**src/rtl/pms_pkg.sv**
```systemverilog
package pms_pkg;
  typedef enum logic [1:0] {
    MODE_OFF   = 2'b00,
    MODE_RUN   = 2'b01,
    MODE_SLEEP = 2'b10
  } pwr_mode_e;

  typedef enum logic [1:0] {
    RAIL_OFF  = 2'b00,
    RAIL_NORM = 2'b01,
    RAIL_STBY = 2'b10
  } rail_e;

  typedef enum logic [1:0] {
    GATE_LOW  = 2'b00,
    GATE_SW   = 2'b01,
    GATE_STBY = 2'b10
  } gate_e;

  localparam int unsigned N_ASYNC = 5;
  localparam int unsigned IDX_SLEEP = 0;
  localparam int unsigned IDX_REF   = 1;
  localparam int unsigned IDX_AUX   = 2;
  localparam int unsigned IDX_BOOT  = 3;
  localparam int unsigned IDX_INREG = 4;
endpackage

```
**src/rtl/pms_sync.sv**
```systemverilog
module pms_sync #(
  parameter int unsigned WIDTH  = 1,
  parameter int unsigned STAGES = 2
) (
  input  logic             clk_i,
  input  logic             rst_ni,
  input  logic [WIDTH-1:0] d_i,
  output logic [WIDTH-1:0] q_o
);
  for (genvar b = 0; b < WIDTH; b++) begin : g_bit
    logic [STAGES-1:0] chain_q;
    always_ff @(posedge clk_i or negedge rst_ni) begin
      if (!rst_ni) chain_q <= '0;
      else         chain_q <= {chain_q[STAGES-2:0], d_i[b]};
    end
    assign q_o[b] = chain_q[STAGES-1];
  end
endmodule

```
**src/rtl/pms_ss_timer.sv**
```systemverilog
module pms_ss_timer #(
  parameter int unsigned SS_CYCLES = 64
) (
  input  logic clk_i,
  input  logic rst_ni,
  input  logic run_i,
  output logic done_o
);
  localparam int unsigned CW = $clog2(SS_CYCLES + 1);
  localparam logic [CW-1:0] CNT_MAX = CW'(SS_CYCLES);

  logic [CW-1:0] cnt_q;

  always_ff @(posedge clk_i or negedge rst_ni) begin
    if (!rst_ni)                       cnt_q <= '0;
    else if (!run_i)                   cnt_q <= '0;
    else if (cnt_q != CNT_MAX)         cnt_q <= cnt_q + CW'(1);
  end

  assign done_o = (cnt_q == CNT_MAX);
endmodule

```
**src/rtl/pms_out_dec.sv**
```systemverilog
module pms_out_dec
  import pms_pkg::*;
(
  input  pwr_mode_e mode_i,
  input  logic      ss_done_i,
  input  logic      inreg_i,
  output logic      main_ss_o,
  output logic [1:0] main_rail_o,
  output logic [1:0] main_gate_o,
  output logic      term_en_o,
  output logic      term_oe_o,
  output logic      sec_en_o,
  output logic [1:0] sec_gate_o,
  output logic      freq_dbl_o
);
  logic pgood;
  assign pgood = ss_done_i & inreg_i;

  always_comb begin
    main_ss_o   = 1'b0;
    main_rail_o = RAIL_OFF;
    main_gate_o = GATE_LOW;
    term_en_o   = 1'b0;
    term_oe_o   = 1'b0;
    sec_en_o    = 1'b0;
    sec_gate_o  = GATE_LOW;
    freq_dbl_o  = 1'b0;
    unique case (mode_i)
      MODE_RUN: begin
        main_ss_o   = ~ss_done_i;
        main_rail_o = RAIL_NORM;
        main_gate_o = GATE_SW;
        term_oe_o   = 1'b1;
        term_en_o   = pgood;
        sec_en_o    = pgood;
        sec_gate_o  = pgood ? GATE_SW : GATE_LOW;
      end
      MODE_SLEEP: begin
        main_rail_o = RAIL_STBY;
        main_gate_o = GATE_STBY;
        freq_dbl_o  = 1'b1;
      end
      default: ;
    endcase
  end
endmodule

```
**src/rtl/mem_pwr_mode_ctrl.sv**
```systemverilog
module mem_pwr_mode_ctrl
  import pms_pkg::*;
#(
  parameter int unsigned SS_CYCLES   = 64,
  parameter int unsigned SYNC_STAGES = 2
) (
  input  logic       clk_i,
  input  logic       rst_ni,
  input  logic       sleep_req_i,
  input  logic       ref_good_i,
  input  logic       aux_good_i,
  input  logic       boot_good_i,
  input  logic       main_inreg_i,
  output logic [1:0] mode_o,
  output logic       aux_mon_en_o,
  output logic       boot_mon_en_o,
  output logic       main_ss_o,
  output logic [1:0] main_rail_o,
  output logic [1:0] main_gate_o,
  output logic       term_en_o,
  output logic       term_oe_o,
  output logic       sec_en_o,
  output logic [1:0] sec_gate_o,
  output logic       freq_dbl_o
);
  logic [N_ASYNC-1:0] async_raw, async_s;
  logic sleep_s, ref_s, aux_s, boot_s, inreg_s;
  logic sleep_q, sleep_rise, supplies_ok, ss_done;
  pwr_mode_e mode_q, mode_d;

  assign async_raw[IDX_SLEEP] = sleep_req_i;
  assign async_raw[IDX_REF]   = ref_good_i;
  assign async_raw[IDX_AUX]   = aux_good_i;
  assign async_raw[IDX_BOOT]  = boot_good_i;
  assign async_raw[IDX_INREG] = main_inreg_i;

  pms_sync #(.WIDTH(N_ASYNC), .STAGES(SYNC_STAGES)) u_sync (
    .clk_i (clk_i),
    .rst_ni(rst_ni),
    .d_i   (async_raw),
    .q_o   (async_s)
  );

  assign sleep_s = async_s[IDX_SLEEP];
  assign ref_s   = async_s[IDX_REF];
  assign aux_s   = async_s[IDX_AUX];
  assign boot_s  = async_s[IDX_BOOT];
  assign inreg_s = async_s[IDX_INREG];

  // monitor wake-up chain: reference, then aux, then boot
  assign aux_mon_en_o  = ref_s;
  assign boot_mon_en_o = ref_s & aux_s;
  assign supplies_ok   = boot_mon_en_o & boot_s;

  always_ff @(posedge clk_i or negedge rst_ni) begin
    if (!rst_ni) sleep_q <= 1'b0;
    else         sleep_q <= sleep_s;
  end
  assign sleep_rise = sleep_s & ~sleep_q;

  always_comb begin
    mode_d = mode_q;
    unique case (mode_q)
      MODE_OFF:   if (supplies_ok && !sleep_s) mode_d = MODE_RUN;
      MODE_RUN: begin
        if (!supplies_ok)    mode_d = MODE_OFF;
        else if (sleep_rise) mode_d = MODE_SLEEP;
      end
      MODE_SLEEP: if (!sleep_s) mode_d = MODE_RUN;
      default:    mode_d = MODE_OFF;
    endcase
  end

  always_ff @(posedge clk_i or negedge rst_ni) begin
    if (!rst_ni) mode_q <= MODE_OFF;
    else         mode_q <= mode_d;
  end

  pms_ss_timer #(.SS_CYCLES(SS_CYCLES)) u_ss (
    .clk_i (clk_i),
    .rst_ni(rst_ni),
    .run_i (mode_q == MODE_RUN),
    .done_o(ss_done)
  );

  pms_out_dec u_dec (
    .mode_i     (mode_q),
    .ss_done_i  (ss_done),
    .inreg_i    (inreg_s),
    .main_ss_o  (main_ss_o),
    .main_rail_o(main_rail_o),
    .main_gate_o(main_gate_o),
    .term_en_o  (term_en_o),
    .term_oe_o  (term_oe_o),
    .sec_en_o   (sec_en_o),
    .sec_gate_o (sec_gate_o),
    .freq_dbl_o (freq_dbl_o)
  );

  assign mode_o = mode_q;
endmodule

```
**config.mk**
```make
export PLATFORM = sky130hd
export DESIGN_NAME = mem_pwr_mode_ctrl
export DESIGN_NICKNAME = d
export VERILOG_FILES = /design/src/rtl/pms_pkg.sv /design/src/rtl/pms_sync.sv /design/src/rtl/pms_ss_timer.sv /design/src/rtl/pms_out_dec.sv /design/src/rtl/mem_pwr_mode_ctrl.sv
export SDC_FILE = /design/constraint.sdc
export NUM_CORES = 1
export LEC_CHECK = 0
export ABC_AREA = 0
export BUFFER_PORTS_ARGS = -buffer_cell sky130_fd_sc_hd__buf_2
export CAP_MARGIN = 10
export CORE_MARGIN = 8
export CORE_UTILIZATION = 36
export CTS_CLUSTER_SIZE = 16
export DETAILED_ROUTE_END_ITERATION = 10
export PLACE_DENSITY_LB_ADDON = 0.12
export SKIP_LAST_GASP = 1
export SLEW_MARGIN = 20
export SYNTH_ARGS = -nofsm -noshare
export SYNTH_HDL_FRONTEND = slang
export SYNTH_HIERARCHICAL = 1
export SYNTH_SLANG_ARGS = --single-unit
```
**constraint.sdc**
```tcl
create_clock -name clk_i -period 1.5 [get_ports clk_i]
set_input_delay 0.3 -clock clk_i [delete_from_list [all_inputs] [get_ports clk_i]]
set_output_delay 0.3 -clock clk_i [all_outputs]
set_load 0.05 [all_outputs]
```
==> results of run 1 <==
==> per-layer routing <==
metal,part of all wire (%),vias up
met2,49,22
met4,0.71,0
met5,0,-
li1,-,299
met1,39,297
met3,10,2
==> synth_stat cells <==
library cell	number
o21ai_0	1
and2b_2	4
nand2_1	11
o21ai_1	1
nor2_1	3
ha_1	2
or4b_1	1
nand2b_1	1
nand4b_1	1
o22ai_1	1
buf_4	12
nor4_1	1
xnor2_1	2
nand3_2	1
mux2i_1	3
dfrtp_1	20
nand3_1	2
inv_1	2
and2_1	3
buf_2	2
nand3b_1	1
and3_1	1
and4b_1	2
nor3b_1	1
conb_1	1
==> timing repair <==
item                                   in CTS  in global routing
pin swaps                                   0                  1
hold buffers                                1                  0
endpoints found under the hold margin      20                  0
resized for setup                          15                 15
buffers inserted                            4                  2
setup endpoints to repair                  10                 11
==> final cells by class <==
cell class,instances,area (um2),share of cell area [%]
clock buffer,3,22.5,1.82
clock inverter,1,30.0,2.43
inverter,2,7.51,0.608
multi-input combinational,44,334,27.1
sequential,20,503,40.7
tap,30,37.5,3.04
timing repair buffer,35,300,24.3
==> registers in the layout, summed over array words and instances (netlist names) <==
register	count
sleep_q	1
mode_o	2
u_sync/g_bit.chain_q	10
u_ss/cnt_q	7
==> worst paths after layout <==
check | end | start | cells after the start | slack, ns
max | term_en_o | u_ss/cnt_q[5]$_DFFE_PN0P_ | 4 | -0.38
max in group asynchronous | mode_o[0]$_DFFE_PN0P_ | rst_ni | 2 | 0.70
min | u_sync/g_bit[3].chain_q[0]$_DFF_PN0_ | boot_good_i | 1 | 0.09
min reg2reg | u_sync/g_bit[3].chain_q[1]$_DFF_PN0_ | u_sync/g_bit[3].chain_q[0]$_DFF_PN0_ | 0 | 0.36
min in group asynchronous | u_sync/g_bit[2].chain_q[0]$_DFF_PN0_ | rst_ni | 2 | 0.46
max reg2reg | u_ss/cnt_q[6]$_DFFE_PN0P_ | mode_o[1]$_DFFE_PN0P_ | 5 | 0.04
==> worst max-delay path, delay by kind of cell (launching register included) <==
family	cells	cell delay, ns
buffers and inverters	1	0.17
and+or+nand+nor	3	0.71
DFF	1	0.40
==> report_power, final <==
group          internal, mW  switching (mW)
Sequential            0.556         0.00730
Combinational        0.0291          0.0576
Clock                 0.270           0.161
Total                 0.855           0.226
==> through the flow <==
stage	power (mW)	worst slack [ns]	instance area, um2	util, %
2_1_floorplan	0.632	-0.274	940	-
3_3_place_gp	0.648	-0.143	1020	41.8
3_5_place_dp	0.650	-0.156	1020	41.8
4_1_cts	1.09	-0.420	1150	47.4
5_1_grt	1.13	-0.464	1230	50.8
6_report	1.08	-0.380	1230	50.8
==> logic make-up (layout without fill, tap and decap cells) <==
kind of cell | after synthesis | count (layout) | synth area share (%)
simple gates | 33 | 33 | 22.1
flops | 20 | 20 | 55.6
buf+inv | 16 | 41 | 12.0
compound gates | 3 | 3 | 1.81
mux | 3 | 3 | 3.34
fa+ha+maj | 2 | 2 | 2.78
xor+xnor | 2 | 2 | 1.95
other cells | 1 | 1 | 0.417
==> summary.md, run 1 <==
| Metric | Value |
|---|---|
| Outcome | complete, but fails checks |
| Failing checks | setup timing |
| Largest cells by area after synthesis | dfrtp_1 56%, buf_4 10%, nand2_1 4.6%, and2b_2 3.9%, mux2i_1 3.3% |
| WHS | 0.0945 ns |
| Clk_lat worst skew | roughly 0.3 ns |
| First-pass GRT wire length | about 2800 um |
| Final setup viols | 4 |
| Drc violations | 0 |
| Gr usage total | between 8 and 9% |
| CP max FO | 3 |
| Unrepaired setup endpoints after global routing | yes |
| Grt ovf | 0 |
| Syn nets | 89 |
| Pre-Repair DR Iteration Count | 4 |
| Row Count | 18 |
| Total negative slack | -1.49 ns |
| M1 GR Usage | 8.81% |
| Netlist cell types | 25 |
| Initial Util | 37.0% |
| CTS tree | yes |
| Worst setup SP type | flop |
| Syn Area/Cell | 11.2 um2 |
| Power per Cell Area | 875 nW/um2 |
| Top cell type's share of synthesized area | 55.6% |
| Post-DRT Antenna Nets | 0 |
| Slew Viols, Final | 0 |
| Synth Instances | 80 |
| Mapped Area | 900 um2 |
| GP Congestion | 0.685 |
| H-tree depth | 1 |
| Sink Count | 20 |
| Global Route met2 Usage | 14.1% |
| Max clock buf depth | 2 |
| Filler instances | 219 |
| Die ar. | 4350 um2 |
| Peak supply drop | 0.803 mV |
| Final nets | 115 |
| DP Cell Count | around 120 |
| ANT cells | 0 |
| Post-DP HPWL | 1160 um |
| Crit path cell chain | nor4_2, and3_1, and4b_4, buf_6 |
| Final min period | 1.88 ns |
| Synthesis Warnings | 6 |
| I/O pins | 22 |
| Cell taking the most area after synthesis | dfrtp_1 |
| Antenna violations before repair | 0 |
| Synthesis-stage register bit count | 20 |
| IO buf count | 20 |
| Cts bufs inserted | 3 |
| Period utilization | 125% |
| DIE HEIGHT | 66.0 um |
| Core Region | 2430 um2 |
| Via density | about 4.6 |
| Fin. Hold Viols | 0 |
| Clock slew at reported path FFs | roughly 0.11 ns |
| Clk_skew | approximately 0.0068 ns |
| Slowest CP cell | dfrtp_1 |
| Routed WL per cell | between 10 and 15 um |
| Root Buffer | clkbuf_4 |
| Maximum number of pins on one net before global-route repair | 21 |
| Share of cells above drive strength 1 | 46.7% |
| Final Instance Count excl. Fillers | approximately 140 |
| Largest stage delay on the critical path | 0.40 ns |
| Vias | 620 |
| Most Crowded Layer GR | met2 |
| Final WS setup | -0.380 ns |
| Seq/Total Area, Yosys | a little under three fifths |
| Most frequent cells in the layout | 18 x dfrtp_1, 13 x buf_4, 11 x nand2_1 |
| Number of global-route vias before repair | 645 |
| Fmax | approximately 530 MHz |
| Hold/Removal Path Class | in -> reg |
| Crit Path Category | reg -> out |
| Detailed Route Iter0 Violations | 4 |
| Post-Route WL | 1690 um |
| Layout area overhead | 37.3% |
| Maxcap violations | 0 |
| Met3 Use GR | 3.90% |
| CP required | 1.20 ns |
| Die Width | 66.0 um |
| Most common cell after layout, fill and taps aside | dfrtp_1 |
| Worst path arrival time | 1.58 ns |
| CP endpoint kind | primary output |
| Cell leakage power | 0.574 nW |
(Power assumes the default switching activity.)
==> inputs of run 2 (changes only) <==
--- a/config.mk
+++ b/config.mk
@@ -9,10 +9,11 @@
 export BUFFER_PORTS_ARGS = -buffer_cell sky130_fd_sc_hd__buf_2
 export CAP_MARGIN = 10
 export CORE_MARGIN = 8
-export CORE_UTILIZATION = 36
+export CORE_UTILIZATION = 35
 export CTS_CLUSTER_SIZE = 16
 export DETAILED_ROUTE_END_ITERATION = 10
 export PLACE_DENSITY_LB_ADDON = 0.12
+export RECOVER_POWER = 50
 export SKIP_LAST_GASP = 1
 export SLEW_MARGIN = 20
 export SYNTH_ARGS = -nofsm -noshare
==> constraint.sdc (replaced) <==
create_clock -name clk_i -period 1.6 [get_ports clk_i]
set_input_delay 0.32 -clock clk_i [delete_from_list [all_inputs] [get_ports clk_i]]
set_output_delay 0.32 -clock clk_i [all_outputs]
set_load 0.05 [all_outputs]
==> run 2 against run 1 <==
  * The run still ends with setup timing left
  * Die area is 2.2% higher
  * Clock power is 6.7% lower
  * Count of clock-buffer cells in the layout stayed put
  * Sequential power is 6.4% lower
  * Register-to-register slack better by 0.12 ns
  * Worst setup slack better by 0.057 ns
  * Non-clock buffer count is 2 lower
  * Critical path depth stayed put
  * Global-route usage is 0.15 points lower
  * Cell count is 1.5% lower
==> summary.md, run 2 (same netlist as run 1, synthesis figures left out) <==
| Metric | Value |
|---|---|
| Most frequent cells in the layout | 18 x buf_4, 18 x dfrtp_1, 11 x nand2_1 |
| Grt ovf | 0 (unchanged) |
| Maximum number of pins on one net before global-route repair | 21 (unchanged) |
| Vias | 587 (-5.3%) |
| Max clock buf depth | 2 (unchanged) |
| Comb power frac | 7.5% (-0.5 points) |
| DIE HEIGHT | 66.7 um (+1.1%) |
| DP Cell Count | 124 (unchanged) |
| Crit path from | u_ss/cnt_q[5]$_DFFE_PN0P_ |
| Cts bufs inserted | 3 (unchanged) |
| Cell leakage power | 0.555 nW (-3.4%) |
| Final Instance Count excl. Fillers | 133 (-1.5%) |
| Hold/Removal Path Class | in -> reg |
| Post-DP HPWL | 1190 um (+2.0%) |
| Clock power share | 40.0% (about the same) |
| Detailed Route Iter0 Violations | 21 (+17) |
| Layout area overhead | 28.1% |
| Reg with most FFs | u_sync/g_bit.chain_q |
| Via density | 4.41 (-3.9%) |
| Pre-Repair DR Iteration Count | 4 (unchanged) |
| Sw Ratio | 20.6% (-0.25 points) |
| Largest stage delay on the critical path | 0.40 ns (about the same) |
| Worst path arrival time | 1.60 ns (+0.02 ns) |
| Sink Count | 20 (unchanged) |
| Die Width | 66.7 um (+1.1%) |
| Final setup viols | 4 (unchanged) |
| Slew Viols, Final | 0 (unchanged) |
| Clock slew at reported path FFs | 0.11 ns (about the same) |
| Critical path destination | sec_gate_o[0] |
| CP endpoint kind | primary output |
| Slew Limit Headroom | 30.2% |
| Max FFs per register | 10 (unchanged) |
| First-pass GRT wire length | 2670 um (-5.2%) |
| Final nets | 113 (-1.7%) |
| Failing checks | setup timing |
| Power per Cell Area | 872 nW/um2 (-0.39%) |
| Delay-heaviest family, CP | simple AND/OR/NAND/NOR gates |
| Drc violations | 0 (unchanged) |
| Worst reg2reg setup slack | 0.16 ns (+0.12 ns) |
| Row Count | 18 (unchanged) |
| Levels on crit path | 4 (unchanged) |
| Number of global-route vias before repair | 580 (-10%) |
| Peak supply drop | 0.553 mV (-31%) |
| Crit Path Category | reg -> out |
| Clk_lat worst skew | 0.29 ns (about the same) |
| Maxcap violations | 0 (unchanged) |
| Share of cells above drive strength 1 | 43.7% (-3.0 points) |
| ANT cells | 0 (unchanged) |
| H-tree depth | 1 (unchanged) |
| Final WS setup | -0.324 ns (+0.0567 ns) |
| Core Region | 2450 um2 (+0.93%) |
| CP max FO | 3 (unchanged) |
| Period utilization | 120% |
| Bufs and invs on worst path | 1 (unchanged) |
| RR Startpoint | u_ss/cnt_q[0]$_DFFE_PN0P_ |
| GP Congestion | 0.761 (+11%) |
| Routed WL per cell | 11.8 um (-5.5%) |
| Share of power burned in registers | 52.5% (+0.4 points) |
| Filler instances | 233 (+6.4%) |
| Die ar. | 4450 um2 (+2.2%) |
| CTS tree | yes |
| Post-DRT Antenna Nets | 0 (unchanged) |
| I/O pins | 22 (unchanged) |
| NetSw | 207 uW (-8.2%) |
| P_int | 797 uW (-6.7%) |
| Unrepaired setup endpoints after global routing | yes |
| Reg2reg path depth | 5 (unchanged) |
| Root Buffer | clkbuf_4 |
| Core Util, Final | 46.9% (-3.8 points) |
| Outcome | complete, but fails checks |
| IO buf count | 20 (unchanged) |
| Crit path cell chain | nor4_2, and3_1, and4b_4, buf_6 |
| Final min period | 1.92 ns |
| Gr usage total | 8.09% (-0.15 points) |
| Initial Util | 36.6% (-0.34 points) |
| Clk_skew | 0.00278 ns (-0.00404 ns) |
| Worst setup SP type | flop |
| Fin. Hold Viols | 0 (unchanged) |
| Post-Route WL | 1570 um (-6.9%) |
| Fmax | slightly above 500 MHz |
| Antenna violations before repair | 0 (unchanged) |
| Slew @ Worst Pin | around 1.0 ns |
| Slowest CP cell | dfrtp_1 |
| Worst r2r dst | u_ss/cnt_q[6]$_DFFE_PN0P_ |
| CP required | 1.28 ns (+0.08 ns) |
==> run 2: through the flow <==
step	TNS, ns	hold WS [ns]	worst slack (ns)	power [mW]	cell area (um2)
floorplan	-0.494	0.0244	-0.194	0.592	938
finish	-1.27	0.121	-0.324	1.00	1150
CTS	-1.43	0.107	-0.361	1.02	1120
global placement	-0.391	0.290	-0.119	0.608	1010
global route	-1.79	0.0860	-0.448	1.06	1150
detailed placement	-0.411	0.289	-0.114	0.609	1010
==> run 2: power by group through the flow <==
stage	Combinational (mW)	Clock, mW	Sequential, mW
floorplan	0.0533	0	0.539
global placement	0.0700	0	0.538
detailed placement	0.0704	0	0.538
CTS	0.0751	0.420	0.528
global route	0.0817	0.445	0.530
finish	0.0754	0.402	0.527
==> run 2: cell type report <==
cell class                      instances  area [um2]  share of cell area, %
Clock buffer                            3        22.5                   1.95
Clock inverter                          1        30.0                   2.61
Tap cell                               30        37.5                   3.26
Inverter                                2        7.51                  0.651
Timing Repair Buffer                   33         239                   20.7
Multi-Input combinational cell         44         313                   27.1
Sequential cell                        20         503                   43.6
==> run 2: worst register-to-register path: stages, from the launching register on <==
cell and delay (ns):
dfrtp_1 0.36, buf_4 0.12, ha_1 0.20, nand3_2 0.11, or4b_1 0.49, o21ai_0 0.08
==> run 2: worst min path at each step <==
stage                            from                              endpoint  cells after the start
after detailed placement       rst_ni  u_sync/g_bit[2].chain_q[0]$_DFF_PN0_                      1
final                     sleep_req_i  u_sync/g_bit[0].chain_q[0]$_DFF_PN0_                      1
after floorplan                rst_ni                 mode_o[0]$_DFFE_PN0P_                      0
after global placement         rst_ni  u_sync/g_bit[2].chain_q[0]$_DFF_PN0_                      1
after global routing       ref_good_i  u_sync/g_bit[1].chain_q[0]$_DFF_PN0_                      1
after CTS                  aux_good_i  u_sync/g_bit[2].chain_q[0]$_DFF_PN0_                      1
==> run 2: layer usage <==
metal	routed length (um)	global-route usage, %	vias to the layer above	share of wire, %
met5	0	0	-	0
li1	-	-	294	-
met1	725	9.25	271	46
met3	140	3.02	2	8.9
met4	18	5.60	0	1.1
met2	686	12.2	20	44
==> run 2: repair_timing <==
action	in CTS	in global routing
setup endpoints to repair	10	10
cloned	0	0
hold buffers	1	0
hold endpoints to repair	20	0
buffers inserted	0	4
resized for setup	15	0
pin swaps	0	1
==> inputs of run 3 (changes only) <==
==> constraint.sdc (replaced) <==
create_clock -name clk_i -period 1.6 [get_ports clk_i]
set_input_delay 0.32 -clock clk_i [delete_from_list [all_inputs] [get_ports clk_i]]
set_output_delay 0.32 -clock clk_i [all_outputs]
set_load 0.01 [all_outputs]
==> run 3 against run 2 <==
  * The run still ends with setup timing left
  * Power down 15%
  * Critical endpoint is now term_en_o
  * Critical path type unchanged
  * Largest cell class unchanged
  * Clock skew increased by 0.0052 ns
  * Clock power fell by 30%
  * Worst setup slack improved by 0.085 ns
  * Largest power group unchanged
==> summary.md, run 3 (same netlist as run 1, synthesis figures left out) <==
| Metric | Value |
|---|---|
| Outcome | complete, but fails checks |
| Failing checks | setup timing |
| Share of cells above drive strength 1 | 40.0% (-3.7 points) |
| Gr usage total | 7.34% (-0.75 points) |
| Drc violations | 0 (unchanged) |
| Worst Hold End | u_sync/g_bit[3].chain_q[0]$_DFF_PN0_ |
| Post-Route WL | 1530 um (-2.8%) |
| Vias | 597 (+1.7%) |
| Antenna violations before repair | 0 (unchanged) |
| Final setup viols | 4 (unchanged) |
| Most frequent cells in the layout | 20 x dfrtp_1, 19 x buf_2, 11 x nand2_1 |
| Initial Util | 36.6% (unchanged) |
| Layout area overhead | 18.1% |
| Detailed Route Iter0 Violations | 14 (-33%) |
| Power Total | 853 uW (-15%) |
| Max clock buf depth | 2 (unchanged) |
| H-tree depth | 1 (unchanged) |
| Largest stage delay on the critical path | 0.41 ns (about the same) |
| Worst setup SP type | flop |
| Row Count | 18 (unchanged) |
| Final nets | 110 (-2.7%) |
| Worst path arrival time | 1.52 ns (-0.08 ns) |
| First-pass GRT wire length | 2470 um (-7.5%) |
| Reg2reg path depth | 5 (unchanged) |
| Cell leakage power | 0.537 nW (-3.2%) |
| Final min period | 1.84 ns (-0.0847 ns) |
| Die ar. | 4450 um2 (unchanged) |
| CP endpoint kind | primary output |
| Slew Limit Headroom | 31.0% (+0.82 points) |
| Final instance area | 1060 um2 (-7.8%) |
| Maxcap violations | 0 (unchanged) |
| Post-DP HPWL | 1120 um (-5.7%) |
| Cts bufs inserted | 3 (unchanged) |
| I/O pins | 22 (unchanged) |
| GP Congestion | 0.701 (-7.8%) |
| Core Region | 2450 um2 (unchanged) |
| CP required | 1.28 ns (about the same) |
| Final WS setup | -0.239 ns (+0.0847 ns) |
| Pre-Repair DR Iteration Count | 4 (unchanged) |
| Unrepaired setup endpoints after global routing | yes |
| Clk_skew | 0.00800 ns (+0.00523 ns) |
| RR Startpoint | u_ss/cnt_q[1]$_DFFE_PN0P_ |
| Crit Path Category | reg -> out |
| Period utilization | 115% (-5.3 points) |
| Via density | 4.59 (+4.1%) |
| Worst r2r dst | u_ss/cnt_q[6]$_DFFE_PN0P_ |
| Slew Viols, Final | 0 (unchanged) |
| IO buf count | 20 (unchanged) |
| Slew @ Worst Pin | 1.03 ns (-0.0123 ns) |
| Reg with most FFs | u_sync/g_bit.chain_q |
| Number of global-route vias before repair | 564 (-2.8%) |
| Crit path cell chain | nor4_2, and3_1, and4b_2, buf_2 |
| Bufs and invs on worst path | 1 (unchanged) |
| Final Instance Count excl. Fillers | 130 (-2.3%) |
| CP max FO | 3 (unchanged) |
| Power per Cell Area | 803 nW/um2 (-7.9%) |
| Clk_lat worst skew | 0.29 ns (about the same) |
| Maximum number of pins on one net before global-route repair | 21 (unchanged) |
| Peak supply drop | 0.588 mV (+6.4%) |
| Fin. Hold Viols | 0 (unchanged) |
| DP Cell Count | 122 (-1.6%) |
| Root Buffer | clkbuf_4 |
| Die Width | 66.7 um (unchanged) |
| Routed WL per cell | 11.7 um (-0.56%) |
| Worst reg2reg setup slack | 0.15 ns (about the same) |
| Slowest CP cell | dfrtp_1 |
| Sink Count | 20 (unchanged) |
| CTS tree | yes |
| Fmax | 544 MHz (+4.6%) |
| Clock slew at reported path FFs | 0.11 ns (about the same) |
| Hold/Removal Path Class | in -> reg |
| Grt ovf | 0 (unchanged) |
| DIE HEIGHT | 66.7 um (unchanged) |
| Dpl ws | 0.0122 ns (+0.127 ns) |
| ANT cells | 0 (unchanged) |
| Total negative slack | -0.915 ns (+0.353 ns) |
| Most common cell after layout, fill and taps aside | dfrtp_1 |
| Worst hold path depth | 1 (unchanged) |
| Post-DRT Antenna Nets | 0 (unchanged) |
| Hold Startpoint | boot_good_i |
| Placed cell area | 983 um2 (-3.1%) |
| Delay-heaviest family, CP | simple AND/OR/NAND/NOR gates |
| Max FFs per register | 10 (unchanged) |
run 3: worst register-to-register path, cell delays in order, from the launching register on:
cell and delay [ns]:
dfrtp_1 0.37, buf_4 0.12, ha_1 0.19, nand3_2 0.12, or4b_1 0.50, o21ai_0 0.09
run 3: how the worst max path moves through the flow:
| stage | start | to | slack [ns] | cells after the start |
|---|---|---|---|---|
| global placement | u_ss/cnt_q[5]$_DFFE_PN0P_ | sec_gate_o[0] | 0.04 | 4 |
| CTS | u_ss/cnt_q[4]$_DFFE_PN0P_ | sec_gate_o[0] | -0.27 | 4 |
| global route | u_ss/cnt_q[4]$_DFFE_PN0P_ | sec_gate_o[0] | -0.34 | 4 |
| finish | u_ss/cnt_q[4]$_DFFE_PN0P_ | term_en_o | -0.24 | 4 |
| detailed placement | u_ss/cnt_q[5]$_DFFE_PN0P_ | sec_gate_o[0] | 0.01 | 4 |
| floorplan | u_ss/cnt_q[4]$_DFFE_PN0P_ | sec_gate_o[0] | -0.01 | 5 |
run 3: area by class of cell:
cell class                      count  area (um2)
Tap cell                           30        37.5
Inverter                            2        7.51
Fill cell                         255        1390
Sequential cell                    20         500
Multi-Input combinational cell     44         304
Clock buffer                        4        36.3
Timing Repair Buffer               30         176
run 3: through the flow:
step                      hold slack [ns]  utilization [%]
after floorplan                    0.0244                -
after global placement              0.293             40.1
after detailed placement            0.284             40.1
after CTS                           0.115             42.9
after global routing                0.109             43.3
final                               0.132             43.3
run 3: power by group:
| part | leakage (nW) | internal (mW) | total [mW] | switching, mW |
|---|---|---|---|---|
| sequential | 0.253 | 0.521 | 0.528 | 0.00706 |
| combinational | 0.262 | 0.0188 | 0.0439 | 0.0251 |
| clock | 0.0210 | 0.138 | 0.281 | 0.142 |
| total | 0.537 | 0.678 | 0.853 | 0.175 |
run 3: routing by layer:
layer	up-vias	track usage (%)	wire, um
met1	288	8.89	678
met3	2	3.19	145
met2	16	11.4	680
met5	-	0	0
met4	0	2.40	21
li1	291	-	-
run 3: repair_timing:
item	4_1_cts	5_1_grt
hold buffers	1	0
buffers inserted	3	0
pin swaps	2	0
setup endpoints to repair	4	4
hold endpoints to repair	20	0
gates resized for setup	0	2
